--- src/rtl/sdm_tg_pkg.sv ---
package sdm_tg_pkg;

    localparam int unsigned TG_DW      = 24;
    localparam int unsigned TG_GW      = 24;
    localparam int unsigned TG_IPW     = 8;
    localparam int unsigned TG_IW      = 28;
    localparam int unsigned TG_SHIFT   = 23;
    localparam logic [23:0] TG_LIMIT   = 24'h04FFFF;
    localparam logic [23:0] TG_FB_MAG  = 24'h0A0000;

    // symmetric clamp of a wide signed value
    function automatic logic signed [63:0] sat64(input logic signed [63:0] v,
                                                 input logic signed [63:0] lim);
        if (v > lim)
            return lim;
        else if (v < -lim)
            return -lim;
        else
            return v;
    endfunction

endpackage

--- src/rtl/sdm_tg_scale.sv ---
module sdm_tg_scale
    import sdm_tg_pkg::*;
#(
    parameter int unsigned DW    = TG_DW,
    parameter int unsigned GW    = TG_GW,
    parameter int unsigned SHIFT = TG_SHIFT,
    parameter logic [DW-1:0] LIM = TG_LIMIT
) (
    input  logic [DW-1:0] smp_i,
    input  logic [GW-1:0] gain_i,
    output logic [DW-1:0] scaled_o
);
    localparam int unsigned PW = DW + GW;

    logic signed [PW-1:0] prod;
    logic signed [63:0]   prod_x;
    logic signed [63:0]   shifted;
    logic signed [63:0]   clamped;
    logic signed [63:0]   lim_x;

    always_comb begin
        prod    = $signed(smp_i) * $signed(gain_i);
        prod_x  = {{(64-PW){prod[PW-1]}}, prod};
        shifted = prod_x >>> SHIFT;
        lim_x   = {{(64-DW){1'b0}}, LIM};
        clamped = sat64(shifted, lim_x);
        scaled_o = clamped[DW-1:0];
    end

endmodule

--- src/rtl/sdm_tg_hold.sv ---
module sdm_tg_hold
    import sdm_tg_pkg::*;
#(
    parameter int unsigned DW  = TG_DW,
    parameter int unsigned IPW = TG_IPW
) (
    input  logic           clk,
    input  logic           rst,
    input  logic [DW-1:0]  scaled_i,
    input  logic           vld_i,
    input  logic [IPW-1:0] interp_i,
    input  logic           stb_i,
    input  logic           sync_i,
    output logic [DW-1:0]  hold_o,
    output logic [IPW-1:0] cnt_o
);
    typedef struct packed {
        logic [DW-1:0]  pend;
        logic           full;
        logic [DW-1:0]  hold;
        logic [IPW-1:0] cnt;
    } hold_st_t;

    hold_st_t s_d, s_q;

    always_comb begin
        s_d = s_q;
        if (stb_i) begin
            if (s_q.cnt >= interp_i) begin
                s_d.cnt = '0;
                if (s_q.full) begin
                    s_d.hold = s_q.pend;
                    s_d.full = 1'b0;
                end
            end else begin
                s_d.cnt = s_q.cnt + 1'b1;
            end
        end
        if (sync_i) begin
            s_d.cnt = '0;
            if (s_q.full) begin
                s_d.hold = s_q.pend;
                s_d.full = 1'b0;
            end
        end
        if (vld_i) begin
            s_d.pend = scaled_i;
            s_d.full = 1'b1;
        end
    end

    always_ff @(posedge clk) begin
        if (rst)
            s_q <= '0;
        else
            s_q <= s_d;
    end

    assign hold_o = s_q.hold;
    assign cnt_o  = s_q.cnt;

endmodule

--- src/rtl/sdm_tg_mod.sv ---
module sdm_tg_mod
    import sdm_tg_pkg::*;
#(
    parameter int unsigned   DW = TG_DW,
    parameter int unsigned   IW = TG_IW,
    parameter logic [DW-1:0] FB = TG_FB_MAG
) (
    input  logic          clk,
    input  logic          rst,
    input  logic [DW-1:0] x_i,
    input  logic          stb_i,
    output logic          bit_o
);
    localparam logic signed [63:0] IMAX = (64'sd1 <<< (IW-1)) - 64'sd1;

    typedef struct packed {
        logic [IW-1:0] i1;
        logic [IW-1:0] i2;
        logic          bit_v;
    } mod_st_t;

    mod_st_t s_d, s_q;

    logic               y;
    logic signed [63:0] x_x, i1_x, i2_x, fb_x, n1, n2;

    always_comb begin
        s_d  = s_q;
        y    = ~s_q.i2[IW-1];
        x_x  = {{(64-DW){x_i[DW-1]}}, x_i};
        i1_x = {{(64-IW){s_q.i1[IW-1]}}, s_q.i1};
        i2_x = {{(64-IW){s_q.i2[IW-1]}}, s_q.i2};
        fb_x = y ? {{(64-DW){1'b0}}, FB} : -{{(64-DW){1'b0}}, FB};
        n1   = sat64(i1_x + x_x - fb_x, IMAX);
        n2   = sat64(i2_x + i1_x - fb_x, IMAX);
        if (stb_i) begin
            s_d.i1    = n1[IW-1:0];
            s_d.i2    = n2[IW-1:0];
            s_d.bit_v = y;
        end
    end

    always_ff @(posedge clk) begin
        if (rst)
            s_q <= '0;
        else
            s_q <= s_d;
    end

    assign bit_o = s_q.bit_v;

endmodule

--- src/rtl/sdm_testgen.sv ---
module sdm_testgen
    import sdm_tg_pkg::*;
#(
    parameter int unsigned   DW    = TG_DW,
    parameter int unsigned   GW    = TG_GW,
    parameter int unsigned   IPW   = TG_IPW,
    parameter int unsigned   IW    = TG_IW,
    parameter int unsigned   SHIFT = TG_SHIFT,
    parameter logic [DW-1:0] LIM   = TG_LIMIT,
    parameter logic [DW-1:0] FB    = TG_FB_MAG
) (
    input  logic           clk,
    input  logic           rst,
    input  logic [DW-1:0]  smp_i,
    input  logic           smp_vld_i,
    input  logic [GW-1:0]  gain_i,
    input  logic [IPW-1:0] interp_i,
    input  logic           bit_stb_i,
    input  logic           sync_en_i,
    input  logic           sync_i,
    input  logic           loop_sel_i,
    input  logic           ext_mdat_i,
    output logic           bit_o,
    output logic           filt_mdat_o
);
    logic [DW-1:0]  scaled;
    logic [DW-1:0]  hold_val;
    logic [IPW-1:0] cnt_val;
    logic           sync_g;
    logic           gen_bit;

    assign sync_g = sync_en_i & sync_i;

    sdm_tg_scale #(.DW(DW), .GW(GW), .SHIFT(SHIFT), .LIM(LIM)) u_scale (
        .smp_i    (smp_i),
        .gain_i   (gain_i),
        .scaled_o (scaled)
    );

    sdm_tg_hold #(.DW(DW), .IPW(IPW)) u_hold (
        .clk      (clk),
        .rst      (rst),
        .scaled_i (scaled),
        .vld_i    (smp_vld_i),
        .interp_i (interp_i),
        .stb_i    (bit_stb_i),
        .sync_i   (sync_g),
        .hold_o   (hold_val),
        .cnt_o    (cnt_val)
    );

    sdm_tg_mod #(.DW(DW), .IW(IW), .FB(FB)) u_mod (
        .clk   (clk),
        .rst   (rst),
        .x_i   (hold_val),
        .stb_i (bit_stb_i),
        .bit_o (gen_bit)
    );

    assign bit_o       = gen_bit;
    assign filt_mdat_o = loop_sel_i ? gen_bit : ext_mdat_i;

endmodule

--- config.mk ---
export PLATFORM = sky130hd
export DESIGN_NAME = sdm_testgen
export DESIGN_NICKNAME = d
export VERILOG_FILES = /design/src/rtl/sdm_tg_pkg.sv /design/src/rtl/sdm_tg_scale.sv /design/src/rtl/sdm_tg_hold.sv /design/src/rtl/sdm_tg_mod.sv /design/src/rtl/sdm_testgen.sv
export SDC_FILE = /design/constraint.sdc
export NUM_CORES = 2
export LEC_CHECK = 0
export BUFFER_PORTS_ARGS = -buffer_cell sky130_fd_sc_hd__buf_2
export CORE_MARGIN = 3
export CORE_UTILIZATION = 40
export CTS_CLUSTER_DIAMETER = 100
export DETAILED_ROUTE_END_ITERATION = 10
export SYNTH_ARGS = -nofsm -noshare
export SYNTH_HDL_FRONTEND = slang
export SYNTH_SLANG_ARGS = --single-unit
--- constraint.sdc ---
create_clock -name clk -period 14.4 [get_ports clk]
set_input_delay 3.6 -clock clk [delete_from_list [all_inputs] [get_ports clk]]
set_output_delay 3.6 -clock clk [all_outputs]
set_load 0.005 [all_outputs]
# After elaboration in Yosys (flattened, before gate mapping)
# Cells that the tools add are included.
# op_classes
n_mul,1
mux,15
n_addsub,5
bitwise,2
n_reduce_logical,1
n_lt_le_gt_ge,7
# ops
cell,n
> comparator 64 x 28 -> 1 bit (second input constant),2
< comparator 64 x 28 -> 1 bit (second input constant),2
subtractor 29 x 64 -> 64 bit,2
two-way mux 28 bit,4
two-way mux 24 bit,3
two-way mux 33 bit,2
two-way mux 64 bit,1
two-way mux 25 bit,2
multiplier 24 x 24 -> 48 bit,1
adder 28 x 24 -> 29 bit,1
adder 28 x 28 -> 29 bit,1
> comparator 25 x 20 -> 1 bit (second input constant),1
< comparator 25 x 20 -> 1 bit (second input constant),1
adder 8 x 1 -> 8 bit (second input constant),1
>= comparator 8 bit,1
two-way mux 8 bit,1
two-way mux 1 bit,2
OR reduction 2 bit,1
bitwise AND 1 bit,1
NOT 1 bit,1
# word_totals
regBits,114
output_inout_bits,2
elab_cells,38
in_bits,64

# Longest topological paths before layout
# logic_depth
ltp_word,6
mapped_depth,30
depth_no_buf,27

# By module
# From an unflattened synthesis, not the netlist that was laid out.
# unflattened
cells_unflattened,3690
area_unflattened_um2,31925.6
# modules_own_cells
mod,area_each_um2,cells_per_inst,n_inst
sdm_tg_scale,21643.3,2391,1
sdm_tg_mod,7474.7,1008,1
sdm_tg_hold,2786.4,289,1
sdm_testgen,21.3,2,1

# Least setup slack after synthesis
# Ideal clock, no wire load.
# synth_path
path_type,in2reg
from,in smp_i[23]
to,reg u_hold.s_q[43] (netlist name)
path_slack_ns,3.118
cell_stages,26
setup_time_ns,0.079
arrival_time_ns,11.203
required_ns,14.321
cell_sequence,clkbuf_1 nand2_1 inv_1 fa_1 fa_1 inv_1 fa_1 inv_1 fa_1 fa_1 fa_1 inv_1 fa_1 inv_1 ha_1 a21o_1 a21o_1 a21oi_1 nand2_1 a2111oi_2 nor3_1 nor4_1 nand3_1 a221o_2 buf_6 a211oi_2
# synth_between
elab_chain_cells,4
word_cells_on_any_way,5
classes_between,1 x mul; 2 x order compare; 2 x mux
# synth_rtl
item,line,source
start: declaration,sdm_testgen.sv:14,"input logic [DW-1:0] smp_i,"
multiplier 24 x 24 -> 48 bit (*),sdm_tg_scale.sv:22,prod = $signed(smp_i) * $signed(gain_i);
< comparator 25 x 20 -> 1 bit,sdm_tg_pkg.sv:16,else if (v < -lim)
two-way mux 24 bit,sdm_tg_pkg.sv:16,
two-way mux 24 bit (*),sdm_tg_pkg.sv:14,if (v > lim)
end signal: assignment,sdm_tg_hold.sv:54,s_q <= '0;
end signal: assignment,sdm_tg_hold.sv:56,s_q <= s_d;
end: declaration,sdm_tg_hold.sv:24,"hold_st_t s_d, s_q;"
# Mark *: on every way between the ends. The rest lies on a longest branch, timed or not.
# A chain may end at the register's enable or synchronous reset.

# Worst setup path in the final report
# layout_path
from,in smp_i[23]
to,reg u_hold.s_q[39] (netlist name)
# The elaborated chain is that of the path after synthesis.

==> impl_metrics.json <==
{
  "outcome": "finished, final reports clean",
  "tns_ns": 0,
  "max_stage_delay_ns": 0.74,
  "layout-drive-gt1-share_pct": 4.57,
  "period_share_pct": 82.0,
  "port-buffer-count": 65,
  "postCtsSetupRepairBufs": 0,
  "rsz0062_at_grt": "false",
  "clk_pin_slew_worst_paths_ns": 0.06,
  "hold_buffers": 0,
  "min_to": "u_hold.s_q[56]",
  "synth_top_cell_by_area": "fa_1",
  "synth_area_leaders": "fa_1, inv_1, ha_1, dfxtp_1, and2_1",
  "r2r_start": "u_mod.i2_x[27]",
  "syn2layout_area_growth_pct": 5.35,
  "slew_violations": 0,
  "holdCritStartpoint": "u_hold.s_q[56]",
  "routed-via-count": 23000,
  "initial_core_util_pct": 40.8,
  "numCtsBuffers": 17,
  "cap_viol_max_count": 0,
  "drc": 0,
  "netlist_area_mm2": 0.0306,
  "synth.net_count": 4461,
  "die_h_um": 283,
  "clock_sinks": 114,
  "synth_cells": 3537,
  "ys_types": 88,
  "synthArstFlopShare_pct": 0,
  "finClkSkew_ns": 0.0155,
  "met2_length_um": 36300,
  "max-clock-path-buffers": 2,
  "track_usage_pct": 19.6,
  "final_cell_mix": "inv_1, fa_1, nand2_1, and2_1, ha_1",
  "via_per_inst": 5.14,
  "fin_ws_ns": 2.59,
  "worstSetupPathType": "primary input to register",
  "met1_length_um": 33300,
  "dp_hpwl_um": 60700,
  "yosysWarningCount": 0,
  "ys_ff_latch": 114,
  "routed_wl_um": 74100,
  "grt_pass1_wl_um": 126000,
  "overflow": 0,
  "final_common_cell": "inv_1",
  "wl_met3_um": 3090,
  "max_freq_mhz": 84.7,
  "place.gp.congestion": 0.876,
  "dp_worst_setup_slack_ns": 2.12,
  "root_buffer": "clkbuf_16",
  "crit_required_ns": 14.68,
  "core_mm2": 0.0751,
  "synth_edf_count": 0,
  "grt_pass1_vias": 24100,
  "slew-limit-headroom_pct": 28.4,
  "post_cts_resize_count": 0,
  "setup_violations": 0,
  "synth.avg_cell_area_um2": 8.66,
  "r2r_slack_ns": 7.54,
  "fin_crit_ns": 11.81,
  "worstHoldPathCells": 2,
  "rr_endpoint": "u_mod.i1_x[17]",
  "h-tree-depth": 4,
  "wl_per_cell_um": 16.6,
  "min_path_type": "register to register",
  "clk-insertion-delay-late_ns": 0.43,
  "crit_path_top_delay_cell": "fa_1",
  "ant_nets": 0,
  "dieArea_mm2": 0.0799,
  "nNetsFinal": 4409,
  "synth-seq-area-share_pct": 7.45,
  "rows": 100,
  "grt_max_degree": 51,
  "worstSetupEndpointType": "register",
  "finalHoldViolCount": 0,
  "firstDrtPassIters": 5,
  "drt_iter0_markers": 1159,
  "crit_top_cell": "fa_1",
  "synth_top_area_share_pct": 41.2,
  "arrival_ns": 12.09,
  "antenna_found_initial": 3,
  "synth_flop_cell": "dfxtp_1",
  "die_x_um": 283,
  "boundaryPins": 66,
  "startpoint_type": "primary input",
  "top_layer": "met4",
  "cts_tree": "built",
  "timing_worst_slew_pin_value_ns": 1.07,
  "path_max_fanout": 24,
  "r2r_cells": 19
}
[worst max-delay path: cells and delay by family]
family	cells	cell delay (ns)
AOI/OAI and AO/OA	6	1.67
adders and majority gates	8	4.28
buffers and inverters	7	1.58
and+or+nand+nor	4	0.93
[worst max-delay path by stage]
stage | from | slack (ns) | cells after the start | to
after global placement | smp_i[23] | 2.22 | 25 | u_hold.s_q[34]
after CTS | smp_i[23] | 2.57 | 25 | u_hold.s_q[39]
after floorplan | smp_i[23] | 3.12 | 26 | u_hold.s_q[43]
final | smp_i[23] | 2.59 | 25 | u_hold.s_q[39]
after detailed placement | smp_i[23] | 2.12 | 25 | u_hold.s_q[39]
after global routing | smp_i[23] | 1.84 | 25 | u_hold.s_q[40]
[metal layers]
layer  vias to the layer above  track usage, %
met5                         -               0
met4                         0            3.74
met3                        96            1.88
met2                       480            34.1
met1                     11700            27.0
li1                      10700               -
[area by class of cell]
type                       instances  area (µm²)
timing repair buffer              75         400
inverter                         852        3200
tap                              969        1210
fill                            7538       42800
multi-input combinational       2425       24600
sequential                       114        2280
antenna                            1        2.50
clock buffer                      18         439
clock inverter                    14         146
[synth_stat cells (20+ instances only)]
| library cell | number |
|---|---|
| a21o_1 | 52 |
| a211oi_1 | 24 |
| inv_1 | 850 |
| fa_1 | 630 |
| dfxtp_1 | 114 |
| clkbuf_1 | 129 |
| nor2_1 | 188 |
| xnor2_1 | 42 |
| ha_1 | 230 |
| and2_1 | 295 |
| xor2_1 | 37 |
| nand3_1 | 29 |
| o22ai_1 | 20 |
| mux2i_1 | 27 |
| nand2_1 | 359 |
| o21ai_0 | 58 |
| nand4_1 | 24 |
| a21oi_1 | 126 |
[per-stage QoR]
step | cells | util [%] | area (µm²) | hold slack (ns)
floorplan | 3537 | - | 30600 | 0.436
global placement | 4435 | 42.2 | 31700 | 0.460
detailed placement | 4435 | 42.2 | 31700 | 0.458
CTS | 4467 | 43.0 | 32200 | 0.468
global route | 4468 | 43.0 | 32300 | 0.490
finish | 4468 | 43.0 | 32300 | 0.467
[logic make-up after synthesis]
| group | synth area share (%) |
|---|---|
| DFF | 7.45 |
| and+or+nand+nor | 16.3 |
| muxes | 0.920 |
| buffers and inverters | 12.4 |
| AOI/OAI and AO/OA | 10.1 |
| xor gates and xnor gates | 2.31 |
| adders and majority gates | 50.6 |
Power is not shown: default switching activity piles up to over one toggle a cycle in this logic, so the estimate is an artifact.
